## config.mk

```make
export PLATFORM = sky130hd
export DESIGN_NAME = wdog_guard
export DESIGN_NICKNAME = d
export VERILOG_FILES = /design/src/rtl/wdog_guard.sv
export SDC_FILE = /design/constraint.sdc
export NUM_CORES = 1
export LEC_CHECK = 0
export ABC_CLOCK_PERIOD_IN_PS = 2700
export BUFFER_PORTS_ARGS = -buffer_cell sky130_fd_sc_hd__buf_2
export CAP_MARGIN = 20
export CORE_ASPECT_RATIO = 0.75
export CORE_MARGIN = 2
export CORE_UTILIZATION = 40
export CTS_CLUSTER_DIAMETER = 200
export DETAILED_ROUTE_END_ITERATION = 8
export GPL_TIMING_DRIVEN = 0
export MAX_ROUTING_LAYER = met4
export PLACE_DENSITY = 0.63
export SYNTH_ARGS = -nofsm -noshare
export SYNTH_HDL_FRONTEND = slang
export SYNTH_SLANG_ARGS = --single-unit
```

## constraint.sdc

```tcl
create_clock -name clk -period 2.7 [get_ports clk]
set_input_delay 0.135 -clock clk [delete_from_list [all_inputs] [get_ports clk]]
set_output_delay 0.135 -clock clk [all_outputs]
set_load 0.02 [all_outputs]
```

## src/rtl/wdog_guard.sv

```systemverilog
module wdog_guard #(
  parameter int          CNT_W     = 14,
  parameter logic [7:0]  CTRL_ADDR = 8'hA6,
  parameter logic [7:0]  KEY_A     = 8'h1E,
  parameter logic [7:0]  KEY_B     = 8'hE1,
  parameter int          FAST_W    = 98,
  parameter int          SLOW_W    = 196
) (
  input  logic       clk,
  input  logic       rst_n,
  input  logic       mc_tick,
  input  logic       fast_mode,
  input  logic [7:0] sfr_addr,
  input  logic [7:0] sfr_wdata,
  input  logic       sfr_we,
  output logic       rst_out
);

  localparam int             PW       = $clog2(SLOW_W + 1);
  localparam logic [CNT_W-1:0] CNT_LAST = {CNT_W{1'b1}} - 1'b1;
  localparam logic [PW-1:0]  FAST_LD  = PW'(FAST_W);
  localparam logic [PW-1:0]  SLOW_LD  = PW'(SLOW_W);

  logic             armed;
  logic             key_seen;
  logic [CNT_W-1:0] cnt;
  logic [PW-1:0]    pulse_left;

  wire in_pulse = pulse_left != '0;
  wire hit      = sfr_we && (sfr_addr == CTRL_ADDR) && !in_pulse;
  wire wr_a     = hit && (sfr_wdata == KEY_A);
  wire wr_b     = hit && (sfr_wdata == KEY_B) && key_seen;
  wire fire     = armed && mc_tick && !wr_b && (cnt == CNT_LAST);

  assign rst_out = in_pulse;

  always_ff @(posedge clk or negedge rst_n)
    if (!rst_n)        key_seen <= 1'b0;
    else if (in_pulse) key_seen <= 1'b0;
    else if (hit)      key_seen <= wr_a;

  always_ff @(posedge clk or negedge rst_n)
    if (!rst_n)     armed <= 1'b0;
    else if (fire)  armed <= 1'b0;
    else if (wr_b)  armed <= 1'b1;

  always_ff @(posedge clk or negedge rst_n)
    if (!rst_n)                        cnt <= '0;
    else if (fire || wr_b || !armed)   cnt <= '0;
    else if (mc_tick)                  cnt <= cnt + 1'b1;

  always_ff @(posedge clk or negedge rst_n)
    if (!rst_n)        pulse_left <= '0;
    else if (fire)     pulse_left <= fast_mode ? FAST_LD : SLOW_LD;
    else if (in_pulse) pulse_left <= pulse_left - 1'b1;

endmodule

```

# Word-level counts from Yosys, hierarchy flattened
# Cells that the tools add are included.
[totals]
regBits = 24
input_bits = 21
out_inout_bits = 1
wordCells = 37
[op_classes]
add_sub_neg = 2
eq_ne = 4
mux = 9
reduce_logical = 18
[ops]
columns = ["operator", "count"]
rows = [
  ["14-bit two-way mux", 2],
  ["8-bit two-way mux", 3],
  ["8-bit == test (second input constant)", 2],
  ["14-bit by 1-bit adder with 14-bit output (second input constant)", 1],
  ["14-bit == test (second input constant)", 1],
  ["8-bit by 5-bit == test with 1-bit output (second input constant)", 1],
  ["1-bit logical AND", 8],
  ["2-bit nonzero test", 4],
  ["8-bit nonzero test", 1],
  ["8-bit by 1-bit subtractor with 8-bit output (second input constant)", 1],
  ["1-bit two-way mux", 4],
  ["1-bit zero test", 3],
  ["1-bit logical OR", 2],
]

# Logic depth before layout (Yosys ltp)
# Gate-level depths: netlist of run 1.
[depth]
depth_word = 11
ltp_mapped = 7
mapped_depth_nobuf = 6

# Worst setup path after synthesis of run 1
# No wires, ideal clock.
[synth_timing]
kind = "register to register"
startpoint = "reg pulse_left[0]"
endpoint = "reg pulse_left[1]"
setup_ns = 0.125
arrival_time_ns = 1.814
required_time_ns = 2.575
path_slack_ns = 0.761
stages_incl_launch_ff = 7
n_path_buf = 0
period_less_slack_ns = 1.939
cell_sequence = "dfrtp_1 > inv_1 > ha_1 > nor3b_1 > nand4_1 > o21ai_4 > mux2_4"
[synth_via]
elab_chain_cells = 9
word_cells_on_any_way = 12
cone_classes = "add/sub: 1; mux: 2; reduce/logical: 9"
[synth_rtl]
columns = ["element", "line_no", "text"]
rows = [
  ["from (decl)", "27", "logic [PW-1:0] pulse_left;"],
  ["from (signal assigned)", "54", "else if (fire) pulse_left <= fast_mode ? FAST_LD : SLOW_LD;"],
  ["from (signal assigned)", "55", "else if (in_pulse) pulse_left <= pulse_left - 1'b1;"],
  ["parallel branches: the longest is 9 deep, another holds 8-bit by 1-bit subtractor with 8-bit output", "--", ""],
]
# Parallel ways; which one is timed is not known. The select of a mux whose other input is x is not followed.
# A chain may end at the register's enable or synchronous reset.

# Final worst setup path of run 1
# Ends and elaborated chain as after synthesis.

==> results.tsv, run 1 <==
metric	value	unit
reg2reg_from	pulse_left[0]	
power_switching	0.125	mW
seqPwrFrac	57.1	%
antenna_found_initial	0	
grt_pass1_vias	1054	
syn-cell-area	1380	µm²
met1_length	1340	µm
min_path_type	input port to register	
cts_tree	yes	
tightestPinTransition	0.598	ns
ios	22	
power_frac_clock	38.0	%
met2WireLength	1280	µm
track_usage	16.5	%
antennaDiodeCount	0	
start_util	42.0	%
setup_viol	0	
pwr-share-comb	4.9	%
swShare	19.9	%
clock_tree.root_cell	clkbuf_8	
drc	0	
period_minus_slack	2.34	ns
hold_violations	0	
final_cell_mix	24 x dfrtp_1, 21 x buf_2, 18 x nor2_1, 12 x xnor2_1	
drt_wl_total	2810	µm
grt_pass1_wl	4730	µm
grt-ovfl-total	0	
p_leak	0.678	nW
critPathLaunchType	register	
drive_gt1_share	19.6	%
port_buffers	20	
max_slew_margin	60.1	%
slew_violations	0	
place_congestion	0.799	
status	complete, no violations	
finalSetupTns	0	ns
final_common_cell	dfrtp_1	
cp.arrival	2.49	ns
crit_required	2.85	ns
p_per_area	394	nW/µm²
hpwl	2140	µm
rsz0062_at_grt	false	
dr.pass1.iters	4	
synth.yosys.seq_area_share	43.5	%
drv_cap	0	
drt_iter0_markers	34	
synthCells	138	
worst_clock_skew	0.00429	ns
met3_length	178	µm
fin_area	1600	µm²
syn_area_per_cell	10.0	µm²
postCtsSetupRepairBufs	0	
nets	189	
finalCritPeriodShare	86.7	%
fillCellCount	309	
startpoint	pulse_left[0]	
clk-insertion-delay-late	0.26	ns
clk_pin_slew_worst_paths	0.08	ns
ctsLongestPathBuffers	2	
vdd_ir_drop_max	0.342	mV
die_y	54.9	µm
synth_cell_types	34	
maxUsedRoutingLayer	met4	
max_freq	0.427	GHz
fp.coreArea	3290	µm²
ant_nets	0	
ctsHtreeMaxLevel	1	
synth_seq_cells	24	
vias_per_cell	5.30	
end_kind	register	
die_x	71.9	µm
ys_warn_count	0	
internal-power	0.504	mW
clock-sinks	24	
die_area	3940	µm²
vias	1075	
area_growth	15.6	%
fp-row-count	18	
crit_path_max_fanout	8	
worstHoldStart	fast_mode	
crit_type	register to register	
grt_max_degree	25	
syn_nets	163	
avgRoutedWirePerCell	13.9	µm
cts_buffers	3	
postPlaceCellArea	1530	µm²
==> per-layer routing <==
layer | global-route usage (%) | vias up
li1 | - | 535
met4 | 2.83 | 0
met5 | - | -
met2 | 27.3 | 28
met1 | 20.9 | 510
met3 | 4.53 | 2
==> final timing paths <==
kind	end	slack, ns	depth (start not counted)
max	pulse_left[1]	0.36	6
min	pulse_left[2]	0.12	2
max reg2reg	pulse_left[1]	0.36	6
min reg2reg	key_seen	0.52	2
max in group asynchronous	cnt[10]	1.97	2
min in group asynchronous	pulse_left[0]	0.37	2
==> power groups by stage <==
| stage | combinational (mW) | sequential (mW) | clock (mW) |
|---|---|---|---|
| after floorplan | 0.00693 | 0.366 | 0 |
| after global placement | 0.0294 | 0.366 | 0 |
| after detailed placement | 0.0306 | 0.366 | 0 |
| after CTS | 0.0319 | 0.359 | 0.246 |
| after global routing | 0.0356 | 0.359 | 0.263 |
| final | 0.0310 | 0.359 | 0.239 |
==> worst max-delay path, cell delays in order (launching register included) <==
cell and delay, ns:
dfrtp_1 0.41, inv_1 0.12, ha_1 0.17, nor3b_1 0.51, nand4_1 0.35, o21ai_4 0.34
mux2_4 0.32
==> metrics by stage <==
step	instances	setup slack (ns)	power, mW	hold slack, ns	util [%]
2_1_floorplan	138	0.761	0.373	-0.161	-
3_3_place_gp	198	0.437	0.396	0.145	46.6
3_5_place_dp	198	0.455	0.397	0.151	46.6
4_1_cts	203	0.428	0.637	0.119	48.6
5_1_grt	203	0.166	0.658	0.117	48.6
6_report	203	0.358	0.629	0.121	48.6
==> state kept, by name, indices dropped and copies added, names as in the netlist <==
name and cells:
cnt 14, key_seen 1, armed 1, pulse_left 8
==> what timing repair did <==
action | in CTS | in global routing
endpoints found under the hold margin | 24 | 0
gates resized for setup | 0 | 0
hold buffers | 1 | 0
==> cells by family (layout without fill, tap and decap cells) <==
family                     Yosys count  count (layout)  share of synthesized area [%]
DFF                                 24              24                           43.5
and+or+nand+nor                     63              63                           26.4
buffers and inverters               11              36                           3.35
xor gates and xnor gates            18              18                           11.4
adders and majority gates            4               4                           3.62
muxes                                5               5                           3.99
AOI/OAI and AO/OA                   13              13                           7.70
==> cell usage after synthesis, drive strengths merged <==
cell type  instances  area, µm²
and2               3       18.8
a2111oi            2       17.5
o41a               1       11.3
inv                9       33.8
nand4b             3       26.3
a211oi             1       7.51
nand2              9       33.8
nand3              4       20.0
xor2               6       52.6
ha                 4       50.1
xnor2             12        105
a21o               1       7.51
nand4              6       37.5
and3b              1       8.76
buf                2       12.5
nor2              18       67.6
dfrtp             24        601
nor3b              3       22.5
a21boi             1       7.51
or3                1       6.26
nand2b             2       12.5
a21oi              1       5.00
mux2i              4       40.0
nor3               4       20.0
o21bai             1       7.51
or4                1       11.3
o22ai              2       12.5
mux2               1       15.0
nor4               8       80.1
o21ai              3       30.0
==> cell type report <==
| class | count | area, µm² | area share [%] |
|---|---|---|---|
| Clock buffer | 4 | 55.1 | 3.45 |
| Timing Repair Buffer | 21 | 110 | 6.90 |
| Inverter | 9 | 33.8 | 2.12 |
| Tap cell | 40 | 50.0 | 3.13 |
| Buffer | 2 | 12.5 | 0.784 |
| Sequential cell | 24 | 601 | 37.6 |
| Multi-Input combinational cell | 103 | 734 | 46.0 |
(Power assumes the default switching activity.)
==> inputs of run 2 (changes only) <==
--- a/config.mk
+++ b/config.mk
@@ -6,7 +6,7 @@
 export NUM_CORES = 1
 export LEC_CHECK = 0
 export ABC_CLOCK_PERIOD_IN_PS = 2700
-export BUFFER_PORTS_ARGS = -buffer_cell sky130_fd_sc_hd__buf_2
+export BUFFER_PORTS_ARGS = -buffer_cell sky130_fd_sc_hd__buf_4
 export CAP_MARGIN = 20
 export CORE_ASPECT_RATIO = 0.75
 export CORE_MARGIN = 2
@@ -16,6 +16,7 @@
 export GPL_TIMING_DRIVEN = 0
 export MAX_ROUTING_LAYER = met4
 export PLACE_DENSITY = 0.63
+export SKIP_CTS_REPAIR_TIMING = 1
 export SYNTH_ARGS = -nofsm -noshare
 export SYNTH_HDL_FRONTEND = slang
 export SYNTH_SLANG_ARGS = --single-unit
==> run 2 against run 1 <==
Against the previous run: fmax decreased by 0.75%; non-clock buffer count unchanged; clock skew decreased by 0.0010 ns; routed wire length decreased by 1.7%; final cell count decreased by 0.49%; utilization increased by 1.1 points; worst hold slack got worse by 0.028 ns; via count decreased by 1.4%; critical path type unchanged; critical endpoint unchanged; largest power group unchanged.
==> results.tsv, run 2 (synthesis results as in run 1) <==
metric	value	unit
status	complete, no violations	
cp_top_family	simple AND/OR/NAND/NOR gates	
area_growth	18.2	%
dr.pass1.iters	4	
path_buf_inv	1	
setup_viol	0	
min_to	pulse_left[2]	
finalCritPeriodShare	87.4	%
slowest_delay	0.53	ns
fin_cells	202	
crit_type	register to register	
multi_input_area	734	µm²
ctsHtreeMaxLevel	1	
tightestPinTransition	0.599	ns
cts_tree	yes	
grt_pass1_vias	979	
vias_per_cell	5.25	
max_freq	0.424	GHz
vias	1060	
fin_area	1630	µm²
end_kind	register	
slowest_stage	nor3b_1	
r2r-end	pulse_left[1]	
totalPowerFinal	0.609	mW
grt.met2_usage	23.6	%
die_x	71.9	µm
grtUsageMet3	2.54	%
fp-row-count	18	
worst_clock_skew	0.00328	ns
grt_use_met1	21.8	%
crit_path_cell_trace	inv_1 -> ha_1 -> nor3b_1 -> nand4_1 -> o21ai_4 -> mux2_4	
drive_gt1_share	19.1	%
largest_reg_flops	14	
reg.largest.list	cnt (14), pulse_left (8)	
start_util	42.0	%
clk-insertion-delay-late	0.26	ns
drc	0	
final_cell_mix	24 x dfrtp_1, 21 x buf_4, 18 x nor2_1, 12 x xnor2_1	
final_util	49.7	%
fillCellCount	321	
postPlaceCellArea	1580	µm²
vdd_ir_drop_max	0.208	mV
rr_worst_depth	6	
fp.coreArea	3290	µm²
track_usage	15.4	%
worstHoldStart	fast_mode	
hpwl	2050	µm
final_common_cell	dfrtp_1	
crit_required	2.85	ns
timing.reg2reg.setup_slack	0.34	ns
slew_violations	0	
antennaDiodeCount	0	
grt-ovfl-total	0	
clock_tree.root_cell	clkbuf_8	
clk_pin_slew_worst_paths	0.08	ns
cp.arrival	2.51	ns
cp_num_cells	6	
period_minus_slack	2.36	ns
cts_buffers	3	
drt_iter0_markers	39	
finalSetupTns	0	ns
clock-sinks	24	
antenna_found_initial	0	
p_per_area	373	nW/µm²
ant_nets	0	
nets	189	
ios	22	
drv_cap	0	
reg2reg_from	pulse_left[0]	
die_area	3940	µm²
crit_path_max_fanout	8	
place_congestion	0.772	
hold_violations	0	
hold_depth	2	
top_register	cnt	
port_buffers	20	
die_y	54.9	µm
max_slew_margin	59.0	%
min_path_type	input port to register	
seq_area	601	µm²
avgRoutedWirePerCell	13.7	µm
grt.busiest_layer	met2	
ctsLongestPathBuffers	2	
grt_pass1_wl	4500	µm
rsz0062_at_grt	false	
drt_wl_total	2760	µm
critPathLaunchType	register	
dp_cells	198	
grt_max_degree	25	
p_leak	0.689	nW
-- run 2: cell count changes in the layout (fill, tap and decap cells not counted) --
cell,before,now
buf_2,21,1
clkbuf_8,4,3
buf_4,1,21
-- run 2: area by class of cell --
cell class	count	share of cell area [%]
clock buffers	3	2.53
plain buffers	2	0.766
multi-input cells	103	45.0
repair buffers	21	9.81
flip-flops and latches	24	36.8
well taps	40	3.07
inverters	9	2.07
-- run 2: worst reg2reg max path, stage by stage, from the launching register on --
cell     delay, ns
dfrtp_1       0.40
inv_1         0.12
ha_1          0.17
nor3b_1       0.53
nand4_1       0.34
o21ai_4       0.35
mux2_4        0.33
-- run 2: report_power, final --
| group | internal (mW) | switching (mW) |
|---|---|---|
| sequential | 0.359 | 0 |
| combinational | 0.0223 | 0.0163 |
| clock | 0.0997 | 0.112 |
-- run 2: per-stage QoR --
stage / setup slack, ns / hold WS [ns]
floorplan: 0.761 / -0.161
global placement: 0.424 / 0.0502
detailed placement: 0.403 / 0.0525
CTS: 0.376 / -0.238
global route: 0.244 / 0.103
finish: 0.340 / 0.0927
-- run 2: per-layer routing --
metal  vias up  share of wire, %  routed length [µm]
met3         2               5.2                 145
li1        536                 -                   -
met1       494                54                1490
met2        28                40                1120
met4         0              0.36                  10
met5         -                 0                   0
-- run 2: worst max-delay path by stage --
stage,start,endpoint,slack (ns)
global placement,pulse_left[0],pulse_left[1],0.42
floorplan,pulse_left[0],pulse_left[1],0.76
detailed placement,pulse_left[0],pulse_left[1],0.40
CTS,pulse_left[0],pulse_left[1],0.38
finish,pulse_left[0],pulse_left[1],0.34
global route,pulse_left[0],pulse_left[1],0.24
